<file path="src/rtl/lbus_pkg.sv">
package lbus_pkg;

  typedef enum logic [2:0] {
    ST_IDLE  = 3'd0,
    ST_HELD  = 3'd1,
    ST_WRITE = 3'd2,
    ST_READ  = 3'd3,
    ST_DONE  = 3'd4
  } lbus_state_e;

endpackage

</file>
<file path="src/rtl/lbus_rst_sync.sv">
module lbus_rst_sync #(
  parameter int STAGES = 2
) (
  input  logic clk,
  input  logic rst_n,
  output logic rst_sync_n
);

  logic [STAGES-1:0] sync_q;

  // asynchronous assert, synchronous release
  always_ff @(posedge clk or negedge rst_n) begin
    if (!rst_n) sync_q <= '0;
    else        sync_q <= {sync_q[STAGES-2:0], 1'b1};
  end

  assign rst_sync_n = sync_q[STAGES-1];

endmodule

</file>
<file path="src/rtl/lbus_fsm.sv">
module lbus_fsm
  import lbus_pkg::*;
(
  input  logic        clk,
  input  logic        rst_n,
  input  logic        hold_req_i,
  input  logic        ads_n_i,
  input  logic        wr_rd_i,
  input  logic        blast_n_i,
  output lbus_state_e state_o,
  output logic        addr_cap_o
);

  lbus_state_e state_q, state_d;

  always_comb begin
    state_d = state_q;
    unique case (state_q)
      ST_IDLE: begin
        if (hold_req_i) state_d = ST_HELD;
      end
      ST_HELD: begin
        if (!hold_req_i)   state_d = ST_IDLE;
        else if (!ads_n_i) state_d = wr_rd_i ? ST_WRITE : ST_READ;
      end
      ST_WRITE: begin
        if (!blast_n_i) state_d = ST_DONE;
      end
      ST_READ: begin
        state_d = ST_DONE;
      end
      ST_DONE: begin
        if (!hold_req_i)      state_d = ST_IDLE;
        else if (!blast_n_i)  state_d = ST_HELD;
      end
      default: state_d = ST_IDLE;
    endcase
  end

  always_ff @(posedge clk or negedge rst_n) begin
    if (!rst_n) state_q <= ST_IDLE;
    else        state_q <= state_d;
  end

  assign state_o    = state_q;
  assign addr_cap_o = (state_q == ST_HELD) && hold_req_i && !ads_n_i;


  idle_grant_chk: assert property (@(posedge clk) disable iff (!rst_n)
    (state_q == ST_IDLE && hold_req_i) |=> (state_q == ST_HELD));


  held_drop_chk: assert property (@(posedge clk) disable iff (!rst_n)
    (state_q == ST_HELD && !hold_req_i) |=> (state_q == ST_IDLE));


  write_hold_chk: assert property (@(posedge clk) disable iff (!rst_n)
    (state_q == ST_WRITE && blast_n_i) |=> (state_q == ST_WRITE));


  read_once_chk: assert property (@(posedge clk) disable iff (!rst_n)
    (state_q == ST_READ) |=> (state_q == ST_DONE));


  done_release_chk: assert property (@(posedge clk) disable iff (!rst_n)
    (state_q == ST_DONE && !hold_req_i) |=> (state_q == ST_IDLE));

endmodule

</file>
<file path="src/rtl/lbus_addr_reg.sv">
module lbus_addr_reg #(
  parameter int ADDR_W = 4
) (
  input  logic              clk,
  input  logic              rst_n,
  input  logic              en_i,
  input  logic [ADDR_W-1:0] d_i,
  output logic [ADDR_W-1:0] q_o
);

  logic [ADDR_W-1:0] q_q;

  always_ff @(posedge clk or negedge rst_n) begin
    if (!rst_n)    q_q <= '0;
    else if (en_i) q_q <= d_i;
  end

  assign q_o = q_q;

endmodule

</file>
<file path="src/rtl/lbus_regfile.sv">
module lbus_regfile #(
  parameter int ADDR_W = 4,
  parameter int DATA_W = 16,
  parameter int NREG   = 4
) (
  input  logic              clk,
  input  logic              rst_n,
  input  logic              we_i,
  input  logic [ADDR_W-1:0] addr_i,
  input  logic [DATA_W-1:0] wdata_i,
  output logic [DATA_W-1:0] rdata_o
);

  localparam logic [ADDR_W-1:0] LAST_IDX = ADDR_W'(NREG - 1);

  logic [NREG-1:0][DATA_W-1:0] regs_q;
  logic [NREG-1:0]             hit;

  for (genvar i = 0; i < NREG; i++) begin : g_reg
    assign hit[i] = (addr_i == ADDR_W'(i));

    always_ff @(posedge clk or negedge rst_n) begin
      if (!rst_n)                regs_q[i] <= '0;
      else if (we_i && hit[i])   regs_q[i] <= wdata_i;
    end
  end

  always_comb begin
    rdata_o = '0;
    for (int i = 0; i < NREG; i++) begin
      if (hit[i]) rdata_o = regs_q[i];
    end
  end


  oor_write_ignored_chk: assert property (@(posedge clk) disable iff (!rst_n)
    (we_i && addr_i > LAST_IDX) |=> $stable(regs_q));

endmodule

</file>
<file path="src/rtl/lbus_target.sv">
module lbus_target
  import lbus_pkg::*;
#(
  parameter int ADDR_W = 4,
  parameter int DATA_W = 16,
  parameter int NREG   = 4
) (
  input  logic              clk,
  input  logic              rst_n,
  input  logic              hold_req_i,
  output logic              hold_ack_o,
  input  logic [ADDR_W-1:0] addr_i,
  input  logic              ads_n_i,
  input  logic              wr_rd_i,
  input  logic              blast_n_i,
  input  logic [DATA_W-1:0] data_i,
  output logic [DATA_W-1:0] data_o,
  output logic              data_oe_o,
  output logic              ready_n_o,
  output logic              wr_stb_o,
  output logic [ADDR_W-1:0] wr_addr_o,
  output logic [DATA_W-1:0] wr_data_o
);

  logic              rst_sync_n;
  lbus_state_e       state;
  logic              addr_cap;
  logic [ADDR_W-1:0] addr_q;
  logic [DATA_W-1:0] rdata;

  lbus_rst_sync #(.STAGES(2)) u_rst_sync (
    .clk        (clk),
    .rst_n      (rst_n),
    .rst_sync_n (rst_sync_n)
  );

  lbus_fsm u_fsm (
    .clk        (clk),
    .rst_n      (rst_sync_n),
    .hold_req_i (hold_req_i),
    .ads_n_i    (ads_n_i),
    .wr_rd_i    (wr_rd_i),
    .blast_n_i  (blast_n_i),
    .state_o    (state),
    .addr_cap_o (addr_cap)
  );

  lbus_addr_reg #(.ADDR_W(ADDR_W)) u_addr (
    .clk   (clk),
    .rst_n (rst_sync_n),
    .en_i  (addr_cap),
    .d_i   (addr_i),
    .q_o   (addr_q)
  );

  lbus_regfile #(
    .ADDR_W (ADDR_W),
    .DATA_W (DATA_W),
    .NREG   (NREG)
  ) u_regs (
    .clk     (clk),
    .rst_n   (rst_sync_n),
    .we_i    (wr_stb_o),
    .addr_i  (addr_q),
    .wdata_i (data_i),
    .rdata_o (rdata)
  );

  // Moore decode of the bus-side outputs
  assign hold_ack_o = (state != ST_IDLE);
  assign ready_n_o  = !((state == ST_WRITE) || (state == ST_READ));
  assign data_oe_o  = (state == ST_READ);
  assign data_o     = data_oe_o ? rdata : '0;
  assign wr_stb_o   = (state == ST_WRITE);
  assign wr_addr_o  = addr_q;
  assign wr_data_o  = data_i;


  ready_needs_ack_chk: assert property (@(posedge clk) disable iff (!rst_sync_n)
    !ready_n_o |-> hold_ack_o);


  oe_single_chk: assert property (@(posedge clk) disable iff (!rst_sync_n)
    data_oe_o |=> !data_oe_o);


  wr_addr_stable_chk: assert property (@(posedge clk) disable iff (!rst_sync_n)
    (wr_stb_o && $past(wr_stb_o)) |-> $stable(wr_addr_o));


  data_quiet_chk: assert property (@(posedge clk) disable iff (!rst_sync_n)
    !data_oe_o |-> (data_o == '0));

endmodule

</file>
<file path="config.mk">
export PLATFORM = sky130hd
export DESIGN_NAME = lbus_target
export DESIGN_NICKNAME = d
export VERILOG_FILES = /design/src/rtl/lbus_pkg.sv /design/src/rtl/lbus_rst_sync.sv /design/src/rtl/lbus_fsm.sv /design/src/rtl/lbus_addr_reg.sv /design/src/rtl/lbus_regfile.sv /design/src/rtl/lbus_target.sv
export SDC_FILE = /design/constraint.sdc
export NUM_CORES = 1
export LEC_CHECK = 0
export CAP_MARGIN = 20
export CORE_MARGIN = 10
export CORE_UTILIZATION = 56
export DETAILED_ROUTE_END_ITERATION = 10
export GPL_TIMING_DRIVEN = 1
export PLACE_DENSITY = 0.91
export SYNTH_ARGS = -nofsm -noshare
export SYNTH_HDL_FRONTEND = slang
export SYNTH_SLANG_ARGS = --single-unit
</file>
<file path="constraint.sdc">
create_clock -name clk -period 5.55 [get_ports clk]
set_clock_uncertainty 0.15 [all_clocks]
set_input_delay 0.8325 -clock clk [delete_from_list [all_inputs] [get_ports clk]]
set_output_delay 0.8325 -clock clk [all_outputs]
set_load 0.05 [all_outputs]
</file>
==> results.cfg <==
[cts]
cts_tree = yes
cts_buffers = 9
ctsHoldBuffers = 1
clock-sinks = 73
clkSlewWorstSetupHoldPaths_ps = 80
htree_num_levels = 3
clock-root-buffer = clkbuf_8
post_cts_buffers = 0
clk_latency_ps = 330
clockBufferDepth = 2
cts.repair.resized = 0

[global_route]
grt_overflow_total = 0
grt_start_max_net_pins = 62
grt_pass1_vias = 2419
grt_util_met2_pct = 26.5
antenna_found_initial = 0
grt_pass1_wl_um = 12300
gr-max-usage-layer = met2
gr-usage-met3_pct = 3.25
use_met1_pct = 18.0
track_usage_pct = 15.4

[power]
power_leakage_nw = 1.88
max-vdd-ir-drop_v = 0.000243
power_per_cell_area_nw_per_um2 = 472

[placed_design]
placed_area_um2 = 4080
dp_hpwl_um = 5150
gp_congestion = 0.717
dp_cells = 375
port_buffers = 65

[worst_setup_path]
cp.required_ps = 4570
cp.arrival_ps = 3170
cp_top_family = simple AND/OR/NAND/NOR gates
start_kind = register
max_stage_delay_ps = 840
cp_max_fo = 16
crit_chain = nor4b_1 -> nand2_1 -> nor2_1 -> clkdlybuf4s50_1
path_class = reg2out
endpoint_kind = output pin
path_depth = 4
cpMaxStageDelayCell = clkdlybuf4s50_1
crit_buf_inv = 1
r2r_cells = 4

[floorplan]
start_util_pct = 58.5
design.portCount = 66
dieArea_um2 = 9820
row_count = 28
die_w_um = 99.1
fp.dieH_um = 99.1
coreArea_um2 = 5990

[routing]
via_per_inst = 5.63
first_pass_iters = 4
drtIter0Drc = 82
vias = 2208
drtAntennaViolNets = 0
routed_wl_um = 7630
drc_errors = 0
wl_per_cell_um = 19.5

[timing]
final_max_slew_viol_count = 0
worst_pin_slew_ps = 874
finalHoldViolCount = 0
max_slew_margin_pct = 41.6
post-route-min-period_ps = 4150
finalSetupViolCount = 0
fmax_mhz = 241
setup_tns_ps = 0
rsz0062_at_grt = no
finalCritPeriodShare_pct = 74.8

[yosys]
synth_nets = 288
synth_top_area_cell = dfrtp_1
synth_common_cells = mux2_2 (100), dfrtp_1 (73), nor2_1 (21)
synthCells = 262
synth_ff_type = dfrtp_1
synth_top_area_share_pct = 52.1
ys_top_cells_by_area = dfrtp_1 (52%), mux2_2 (32%), buf_4 (4.1%)
synth_seq_cells = 73
synth_edf_count = 0
async_flop_share_pct = 100
ys_warn_count = 0
yosysSeqAreaShare_pct = 52.1
synth_most_common_cell = mux2_2
synthDistinctLibCells = 29
synthesis.area_um2 = 3500
syn_avg_cell_area_um2 = 13.4

[cells_and_area]
final_cell_area_um2 = 4340
drive_gt1_share_pct = 39.4
nets = 338
antenna_cells = 0
finish.utilization_pct = 72.4
syn_to_final_growth_pct = 23.8
layoutNonFillerInstCount = 392

[worst_hold_path]
hold_path.class = reg2reg
hold_depth = 0

[job]
maxCapViolCount = 0

[outcome]
status = finished, final reports clean
[kinds of logic (layout without fill, tap and decap cells)]
kind of cell    Yosys count  in the layout  synth area share, %
other cells               1              1                0.107
flops                    73             73                 52.1
simple gates             37             37                 6.46
mux                     100            100                 32.1
compound gates           20             20                 3.57
buf+inv                  31             86                 5.61
[path summary, 6_finish.rpt]
kind | slack [ps] | endpoint | startpoint
setup / recovery | 1400 | data_o[13] | u_fsm.state_o[2]$_DFFE_PN0P_
hold / removal | 210 | u_rst_sync.sync_q[1]$_DFF_PN0_ | u_rst_sync.sync_q[0]$_DFF_PN0_
setup reg to reg | 2750 | u_regs.regs_q[54]$_DFFE_PN0P_ | u_addr.q_o[0]$_DFFE_PN0P_
hold reg to reg | 210 | u_rst_sync.sync_q[1]$_DFF_PN0_ | u_rst_sync.sync_q[0]$_DFF_PN0_
max in group asynchronous | 4320 | u_regs.regs_q[45]$_DFFE_PN0P_ | u_rst_sync.sync_q[1]$_DFF_PN0_
min in group asynchronous | 280 | u_regs.regs_q[15]$_DFFE_PN0P_ | u_rst_sync.sync_q[1]$_DFF_PN0_
[registers in the layout, summed over array words and instances, names as in the netlist]
| signal | count |
|---|---|
| u_regs.regs_q | 64 |
| u_addr.q_o | 4 |
| u_fsm.state_o | 3 |
| u_rst_sync.sync_q | 2 |
[placed cells by master, fill, tap and decap left out, types with 2 or more instances in the layout]
| cell | count |
|---|---|
| clkbuf_8 | 10 |
| o22ai_1 | 16 |
| mux2_2 | 100 |
| clkdlybuf4s50_1 | 65 |
| bufinv_16 | 3 |
| nor2b_1 | 2 |
| nor2_1 | 21 |
| buf_4 | 2 |
| dfrtp_1 | 72 |
| nand2_1 | 2 |
[stage by stage]
step	total power, mW	setup WS (ps)	hold slack [ps]
2_1_floorplan	1.38	2210	181
3_3_place_gp	1.50	1930	-23.0
3_5_place_dp	1.55	1870	-18.6
4_1_cts	2.06	1390	215
5_1_grt	2.15	1180	222
6_report	2.05	1400	213
[report_power, final]
part	internal (mW)	switching [mW]	leakage, nW
logic	0.377	0.286	0.846
clock network	0.310	0.191	0.120
registers	0.741	0.141	0.911
[layer usage]
metal	wire (um)	vias up
met1	3180	1135
met2	4070	41
met3	308	4
met4	68	0
met5	0	-
li1	-	1028
[final cells by class]
class	count	area, um2
clock buffer	11	141
clock inverter	5	103
fill	387	1650
inverter	1	3.75
multi-input combinational	158	1480
sequential	73	1830
tap	75	93.8
timing repair buffer	69	687
(Power assumes the default switching activity.)
